[config.mk]
export PLATFORM = sky130hd
export DESIGN_NAME = oc_collector_top
export DESIGN_NICKNAME = d
export VERILOG_FILES = /design/src/rtl/oc_pkg.sv /design/src/rtl/oc_rr_arb.sv /design/src/rtl/oc_bank_port.sv /design/src/rtl/oc_collector_top.sv
export SDC_FILE = /design/constraint.sdc
export NUM_CORES = 2
export LEC_CHECK = 0
export BUFFER_PORTS_ARGS = -buffer_cell sky130_fd_sc_hd__buf_2
export CORE_ASPECT_RATIO = 0.75
export CORE_MARGIN = 2
export CORE_UTILIZATION = 55
export CTS_BUF_LIST = sky130_fd_sc_hd__clkbuf_16
export DETAILED_ROUTE_END_ITERATION = 7
export PLACE_DENSITY_LB_ADDON = 0.12
export SLEW_MARGIN = 30
export SYNTH_ARGS = -nofsm -noshare
export SYNTH_HDL_FRONTEND = slang
export SYNTH_SLANG_ARGS = --single-unit
[constraint.sdc]
create_clock -name clk -period 7.95 [get_ports clk]
set_input_delay 1.59 -clock clk [delete_from_list [all_inputs] [get_ports clk]]
set_output_delay 1.59 -clock clk [all_outputs]
set_load 0.02 [all_outputs]
[src/rtl/oc_pkg.sv]
package oc_pkg;
    localparam int NUM_BANKS = 4;
    localparam int NUM_CU    = 4;
    localparam int NUM_SLOTS = 3;
    localparam int WARP_W    = 2;
    localparam int REG_W     = 4;
    localparam int DATA_W    = 32;
    localparam int TAG_W     = 4;

    localparam int BANK_W = $clog2(NUM_BANKS);
    localparam int CU_W   = $clog2(NUM_CU);
    localparam int SLOT_W = $clog2(NUM_SLOTS);
    localparam logic [31:0] FILL_MUL = 32'h0103_0507;

    typedef struct packed {
        logic              vld;
        logic              rdy;
        logic              pend;
        logic [REG_W-1:0]  rnum;
        logic [DATA_W-1:0] data;
    } slot_t;

    typedef struct packed {
        logic                        busy;
        logic [WARP_W-1:0]           warp;
        logic [TAG_W-1:0]            tag;
        logic [CU_W-1:0]             age;
        slot_t [NUM_SLOTS-1:0]       slot;
    } cu_t;

    typedef struct packed {
        logic              vld;
        logic [CU_W-1:0]   cu;
        logic [SLOT_W-1:0] slot;
        logic [DATA_W-1:0] data;
    } rd_t;

    function automatic logic [BANK_W-1:0] bank_of(input logic [WARP_W-1:0] w,
                                                  input logic [REG_W-1:0]  r);
        logic [REG_W:0] sum;
        sum = {1'b0, r} + (REG_W+1)'(w);
        return sum[BANK_W-1:0];
    endfunction

    function automatic logic [DATA_W-1:0] reg_value(input logic [WARP_W-1:0] w,
                                                    input logic [REG_W-1:0]  r);
        logic [31:0] idx;
        idx = 32'({w, r});
        return DATA_W'(idx * FILL_MUL);
    endfunction
endpackage

[src/rtl/oc_rr_arb.sv]
module oc_rr_arb #(
    parameter int N = 4,
    localparam int IDX_W = (N > 1) ? $clog2(N) : 1
) (
    input  logic             clk,
    input  logic             rst_n,
    input  logic [N-1:0]     req,
    output logic             gnt_any,
    output logic [IDX_W-1:0] gnt_idx
);
    logic [IDX_W-1:0] ptr_q, ptr_d;
    logic [N-1:0]     gnt;
    logic [IDX_W-1:0] idx;

    // search starts one past the last winner
    always_comb begin
        gnt     = '0;
        gnt_any = 1'b0;
        gnt_idx = '0;
        ptr_d   = ptr_q;
        idx     = '0;
        for (int i = 1; i <= N; i++) begin
            idx = IDX_W'((int'(ptr_q) + i) % N);
            if (!gnt_any && req[idx]) begin
                gnt[idx] = 1'b1;
                gnt_any  = 1'b1;
                gnt_idx  = idx;
                ptr_d    = idx;
            end
        end
    end

    always_ff @(posedge clk) begin
        if (!rst_n) ptr_q <= '0;
        else        ptr_q <= ptr_d;
    end

    // one read per bank per cycle
    assert_one_grant_R2: assert property (@(posedge clk) disable iff (!rst_n)
        $onehot0(gnt));
    // a grant only goes to a requester
    assert_grant_to_requester_R4: assert property (@(posedge clk) disable iff (!rst_n)
        (gnt & ~req) == '0);
endmodule

[src/rtl/oc_bank_port.sv]
module oc_bank_port
    import oc_pkg::*;
(
    input  logic              clk,
    input  logic              rst_n,
    input  logic              rd_en,
    input  logic [CU_W-1:0]   rd_cu,
    input  logic [SLOT_W-1:0] rd_slot,
    input  logic [WARP_W-1:0] rd_warp,
    input  logic [REG_W-1:0]  rd_reg,
    output rd_t               ret_q
);
    rd_t ret_d;

    always_comb begin
        ret_d.vld  = rd_en;
        ret_d.cu   = rd_cu;
        ret_d.slot = rd_slot;
        ret_d.data = rd_en ? reg_value(rd_warp, rd_reg) : '0;
    end

    always_ff @(posedge clk) begin
        if (!rst_n) ret_q <= '0;
        else        ret_q <= ret_d;
    end
endmodule

[src/rtl/oc_collector_top.sv]
module oc_collector_top
    import oc_pkg::*;
(
    input  logic                        clk,
    input  logic                        rst_n,
    input  logic                        in_valid,
    output logic                        in_ready,
    input  logic [WARP_W-1:0]           in_warp,
    input  logic [TAG_W-1:0]            in_tag,
    input  logic [NUM_SLOTS-1:0]        in_src_valid,
    input  logic [NUM_SLOTS*REG_W-1:0]  in_src_regs,
    output logic                        out_valid,
    output logic [TAG_W-1:0]            out_tag,
    output logic [WARP_W-1:0]           out_warp,
    output logic [NUM_SLOTS-1:0]        out_src_valid,
    output logic [NUM_SLOTS*DATA_W-1:0] out_ops
);
    typedef struct packed {
        cu_t [NUM_CU-1:0]            cu;
        logic                        ov;
        logic [TAG_W-1:0]            otag;
        logic [WARP_W-1:0]           owarp;
        logic [NUM_SLOTS-1:0]        osrcv;
        logic [NUM_SLOTS*DATA_W-1:0] oops;
    } st_t;

    st_t st_q, st_d;

    logic [NUM_CU-1:0] busy_v, done_v, oldest_v;
    logic [NUM_CU-1:0] req [NUM_BANKS];
    logic [SLOT_W-1:0] rslot [NUM_CU][NUM_BANKS];
    logic [NUM_BANKS-1:0] gany;
    logic [CU_W-1:0]   gcu [NUM_BANKS];
    rd_t               ret [NUM_BANKS];

    logic              dsp, take;
    logic [CU_W-1:0]   dcu, acu;

    // per collector: which banks it wants, with the lowest waiting slot per bank
    always_comb begin
        for (int c = 0; c < NUM_CU; c++) begin
            busy_v[c]   = st_q.cu[c].busy;
            done_v[c]   = st_q.cu[c].busy;
            oldest_v[c] = st_q.cu[c].busy && (st_q.cu[c].age == '0);
            for (int s = 0; s < NUM_SLOTS; s++)
                if (st_q.cu[c].slot[s].vld && !st_q.cu[c].slot[s].rdy) done_v[c] = 1'b0;
            for (int b = 0; b < NUM_BANKS; b++) begin
                req[b][c]   = 1'b0;
                rslot[c][b] = '0;
                for (int s = NUM_SLOTS - 1; s >= 0; s--) begin
                    if (st_q.cu[c].busy && st_q.cu[c].slot[s].vld &&
                        !st_q.cu[c].slot[s].rdy && !st_q.cu[c].slot[s].pend &&
                        bank_of(st_q.cu[c].warp, st_q.cu[c].slot[s].rnum) == BANK_W'(b)) begin
                        req[b][c]   = 1'b1;
                        rslot[c][b] = SLOT_W'(s);
                    end
                end
            end
        end
    end

    for (genvar b = 0; b < NUM_BANKS; b++) begin : g_bank
        oc_rr_arb #(.N(NUM_CU)) u_arb (
            .clk     (clk),
            .rst_n   (rst_n),
            .req     (req[b]),
            .gnt_any (gany[b]),
            .gnt_idx (gcu[b])
        );

        oc_bank_port u_port (
            .clk     (clk),
            .rst_n   (rst_n),
            .rd_en   (gany[b]),
            .rd_cu   (gcu[b]),
            .rd_slot (rslot[gcu[b]][b]),
            .rd_warp (st_q.cu[gcu[b]].warp),
            .rd_reg  (st_q.cu[gcu[b]].slot[rslot[gcu[b]][b]].rnum),
            .ret_q   (ret[b])
        );

        // returned data always lands in a slot that is waiting for it
        assert_return_to_waiting_slot_R5: assert property (@(posedge clk) disable iff (!rst_n)
            ret[b].vld |-> (st_q.cu[ret[b].cu].busy &&
                            st_q.cu[ret[b].cu].slot[ret[b].slot].pend &&
                            !st_q.cu[ret[b].cu].slot[ret[b].slot].rdy));
    end

    always_comb begin
        st_d    = st_q;
        st_d.ov = 1'b0;

        // granted slots wait for their data
        for (int b = 0; b < NUM_BANKS; b++)
            if (gany[b]) st_d.cu[gcu[b]].slot[rslot[gcu[b]][b]].pend = 1'b1;

        // data from last cycle's grants fills the slots
        for (int b = 0; b < NUM_BANKS; b++) begin
            if (ret[b].vld) begin
                st_d.cu[ret[b].cu].slot[ret[b].slot].data = ret[b].data;
                st_d.cu[ret[b].cu].slot[ret[b].slot].rdy  = 1'b1;
                st_d.cu[ret[b].cu].slot[ret[b].slot].pend = 1'b0;
            end
        end

        // oldest complete collector leaves
        dsp = 1'b0;
        dcu = '0;
        for (int c = 0; c < NUM_CU; c++) begin
            if (done_v[c] && (!dsp || st_q.cu[c].age < st_q.cu[dcu].age)) begin
                dsp = 1'b1;
                dcu = CU_W'(c);
            end
        end
        if (dsp) begin
            st_d.ov    = 1'b1;
            st_d.otag  = st_q.cu[dcu].tag;
            st_d.owarp = st_q.cu[dcu].warp;
            for (int s = 0; s < NUM_SLOTS; s++) begin
                st_d.osrcv[s] = st_q.cu[dcu].slot[s].vld;
                st_d.oops[s*DATA_W +: DATA_W] = st_q.cu[dcu].slot[s].data;
            end
            st_d.cu[dcu].busy = 1'b0;
            for (int c = 0; c < NUM_CU; c++)
                if (st_q.cu[c].busy && st_q.cu[c].age > st_q.cu[dcu].age)
                    st_d.cu[c].age = st_q.cu[c].age - 1'b1;
        end

        // a new instruction takes the lowest free collector
        take = in_valid && in_ready;
        acu  = '0;
        for (int c = NUM_CU - 1; c >= 0; c--)
            if (!busy_v[c]) acu = CU_W'(c);
        if (take) begin
            st_d.cu[acu].busy = 1'b1;
            st_d.cu[acu].warp = in_warp;
            st_d.cu[acu].tag  = in_tag;
            st_d.cu[acu].age  = CU_W'($countones(busy_v)) - CU_W'(dsp);
            for (int s = 0; s < NUM_SLOTS; s++) begin
                st_d.cu[acu].slot[s].vld  = in_src_valid[s];
                st_d.cu[acu].slot[s].rdy  = 1'b0;
                st_d.cu[acu].slot[s].pend = 1'b0;
                st_d.cu[acu].slot[s].rnum = in_src_regs[s*REG_W +: REG_W];
                st_d.cu[acu].slot[s].data = '0;
            end
        end
    end

    always_ff @(posedge clk) begin
        if (!rst_n) st_q <= '0;
        else        st_q <= st_d;
    end

    assign in_ready      = ~&busy_v;
    assign out_valid     = st_q.ov;
    assign out_tag       = st_q.otag;
    assign out_warp      = st_q.owarp;
    assign out_src_valid = st_q.osrcv;
    assign out_ops       = st_q.oops;

    // nothing is taken while every collector is busy
    assert_no_take_when_full_R8: assert property (@(posedge clk) disable iff (!rst_n)
        !in_ready |=> ($countones(busy_v) <= $past($countones(busy_v))));
    // exactly one oldest collector whenever any is busy
    assert_single_oldest_R9: assert property (@(posedge clk) disable iff (!rst_n)
        (|busy_v) |-> ($countones(oldest_v) == 1));
endmodule

==> impl_results.md <==
* Core area at 88200 um2
* Pre-Repair DR Iteration Count at 8
* Final Hold Slack at 0.443 ns
* Die H at approximately 260 um
* Total power per unit cell area at roughly 180 nW/um2
* RSZ-0062 raised after global routing: false
* Final worst path period need at roughly 8 ns
* Fmax at roughly 0.13 GHz
* Slew Limit Headroom at between 20 and 25%
* Worst path required time at 8.49 ns
* Worst hold path type: reg -> reg
* CP max-delay cell: a2111oi_0
* CP Capture Type: flop
* Layout cell share with drive strength beyond 1 at between 10% and 20%
* Main synth FF type: dfxtp_1
* Critical path's largest stage delay at 0.85 ns
* CTS Sinks at ~760
* Final nets at between 6000 and 7000
* Crit start category: flop
* Vias/cell at just over 7
* CTS root buffer: clkbuf_16
* Chip width at between 300 and 400 um
* GRT overflow at 0
* Number of buffers and inverters on the critical path at 3
* Post-Syn Instances at approximately 6400
* Number of synthesized flops with an enable pin at 0
* Worst-Skew Late Latency at between 0.6 and 0.7 ns
* Syn avg cell area at approximately 7.7 um2
* Async SR Flop Fraction at 0%
* Yosys Warn Count at 0
* Placed cells at just over 7000
* Max cap viols at 0
* Initial Utilization at 55.8%
* Overall power at between 9 and 10 mW
* Failing checks: design-rule violations
* Sequential power share at between 40% and 50%
* Iter 0 DRT Violations at ~9300
* Critical path type: reg -> reg
* Final hold vios at 0
* WL/cell at between 30 and 40 um
* Reg-to-reg startpoint: st_q[435]
* DP Area at ~51000 um2
* Gate family responsible for the most delay along the worst path: compound AO/OA/AOI/OAI gates
* Antenna violations before repair at 15
* DR vias at 53200
* Buffers on Ports at 130
* Pre-CTS setup slack at ~0.39 ns
* Synth-to-Final Area Change at 9.50%
* Final instance area at between 50000 and 60000 um2
* Setup_tns at 0 ns
* P_sw at 2.84 mW
* Commonest non-fill, non-tap cell in the layout: nor2_1
* Sw Share at between 30% and 40%
* Setup Skew at ~0.052 ns
* Post-synthesis register bit count at about 760
* Worst vdd ir at ~0.00019 V
* Io pins at 131
* Num CTS Buffers at 81
* Worst-Margin Slew at ~1.2 ns
* Die ar. at roughly 92000 um2
* Int Pwr at 6.59 mW
* Vias in the first global route at 47200
* Row count at 94
* Crit path launch: st_q[435]
* Placer Congestion at approximately 1.1
* DRC Markers at 20
* Htree depth at 3
* Fin cells at around 7400
* First-pass GRT wire length at 337000 um
* Worst Path Arrival at between 8 and 9 ns
* Final wirelength at approximately 240000 um
* Largest net degree at the start of global routing at between 100 and 150
* Cell area after synthesis at 49200 um2
* Status: finished with violations
* Most frequent cells in the layout: nor2_1 (898), a211oi_1 (819), dfxtp_1 (762), a21oi_1 (593), nand2_1 (562)
* Clock slew at reported path FFs at around 0.07 ns
* Pins over their slew limit at 0
* Final Setup Violations at 0
* Final period util at between 90% and 100%
* Max FO, Critical Path at 6
* DP HPWL at between 100000 and 150000 um
* Static Leakage at roughly 23 nW
* CTS tree: yes
* Post-DRT Antenna Nets at 0
* Final Util at 61.1%
* Seq/Total Area, Yosys at between 30% and 40%
* Worst hold path startpoint: st_q[263]
* Global Route Usage Sum at between 40% and 50%
* Clock power frac at 41.8%
* Max Buffers Root-to-Sink at 3
* Synthesized Nets at ~6600
* Post-synth cell types at just over 90
* Power share of the combinational group at around 15%
* Setup slack after layout at between 0.07 and 0.08 ns
[worst min-delay path, stage by stage (launching register included)]
cell and delay, ns:
dfxtp_1 0.31, inv_1 0.05, nor3_1 0.04
[layout make-up]
| type | instances | area (um2) |
|---|---|---|
| tap | 1152 | 1440 |
| clock inverter | 61 | 542 |
| inverter | 104 | 398 |
| sequential | 762 | 15300 |
| fill | 7940 | 34300 |
| antenna | 9 | 22.5 |
| clock buffer | 84 | 2100 |
| multi-input combinational | 4779 | 30900 |
| timing repair buffer | 455 | 3230 |
[logic make-up after synthesis]
group / synth area share [%]
simple gates: 17.9
fa+ha+maj: 6.09
mux: 7.94
flops: 31.0
buf+inv: 7.15
compound gates: 27.4
xor+xnor: 2.44
[state kept, by name, summed over array words and instances, names as in the netlist]
| signal | flops |
|---|---|
| st_q | 500 |
| g_bank.u_port.ret_q | 144 |
| out_ops | 96 |
| g_bank.u_arb.ptr_q | 8 |
| busy_v | 4 |
| out_tag | 4 |
| out_src_valid | 3 |
| out_warp | 2 |
| out_valid | 1 |
[synth_stat cells (9+ instances only)]
master | n | share of area (%)
nor4bb_1 | 13 | 0.26
a21oi_1 | 593 | 6.0
buf_2 | 9 | 0.092
a2111oi_0 | 14 | 0.25
a32oi_1 | 9 | 0.16
a21o_1 | 25 | 0.38
xnor3_1 | 12 | 0.55
a221oi_1 | 36 | 0.64
inv_1 | 102 | 0.78
clkbuf_1 | 569 | 4.3
o21bai_1 | 16 | 0.24
o32ai_1 | 10 | 0.18
nand2b_1 | 25 | 0.32
o211ai_1 | 9 | 0.14
ha_1 | 206 | 5.2
nand4_1 | 15 | 0.19
o2111ai_1 | 9 | 0.16
and3_1 | 148 | 1.9
a211oi_1 | 821 | 13
nand3_1 | 74 | 0.75
and2_1 | 30 | 0.38
or3_1 | 32 | 0.41
nor2b_1 | 29 | 0.37
nand2_1 | 585 | 4.5
xnor2_1 | 43 | 0.77
xor3_1 | 9 | 0.43
o22ai_1 | 53 | 0.67
nor3_1 | 75 | 0.76
xor2_1 | 39 | 0.69
nor2_1 | 916 | 7.0
fa_1 | 21 | 0.85
dfxtp_1 | 762 | 31
mux2i_1 | 379 | 7.7
buf_4 | 108 | 1.6
buf_1 | 30 | 0.23
o31ai_1 | 12 | 0.18
nor4_1 | 15 | 0.19
a31oi_1 | 125 | 1.6
o21ai_0 | 213 | 2.2
a211o_1 | 15 | 0.27
[repair_timing]
item,4_1_cts,5_1_grt
resized for setup,0,7
setup buffers,0,1
hold buffers,0,0
endpoints found under the setup margin,0,17
[worst paths after layout]
kind,endpoint,slack [ns],cells past startpoint
min reg2reg,st_q[263],0.44,2
min,st_q[263],0.44,2
max,g_bank[1].u_port.ret_q[27],0.08,25
max reg2reg,g_bank[1].u_port.ret_q[27],0.08,25
[layer usage]
layer  routed length (um)  up-vias  GRT usage [%]  part of all wire (%)
met4                13600       14           23.6                   5.7
met2                85100     4700           61.5                    36
met1                94200    24900           69.6                    40
li1                     -    22700              -                     -
met3                44500      944           24.4                    19
met5                  343        -          0.890                  0.14
[power groups by stage]
stage	Clock, mW	Combinational (mW)	Sequential, mW
2_1_floorplan	0	0.925	4.06
3_3_place_gp	0	1.35	4.14
3_5_place_dp	0	1.35	4.14
4_1_cts	3.91	1.36	4.06
5_1_grt	4.08	1.48	4.07
6_report	3.94	1.42	4.07
(Power assumes the default switching activity.)
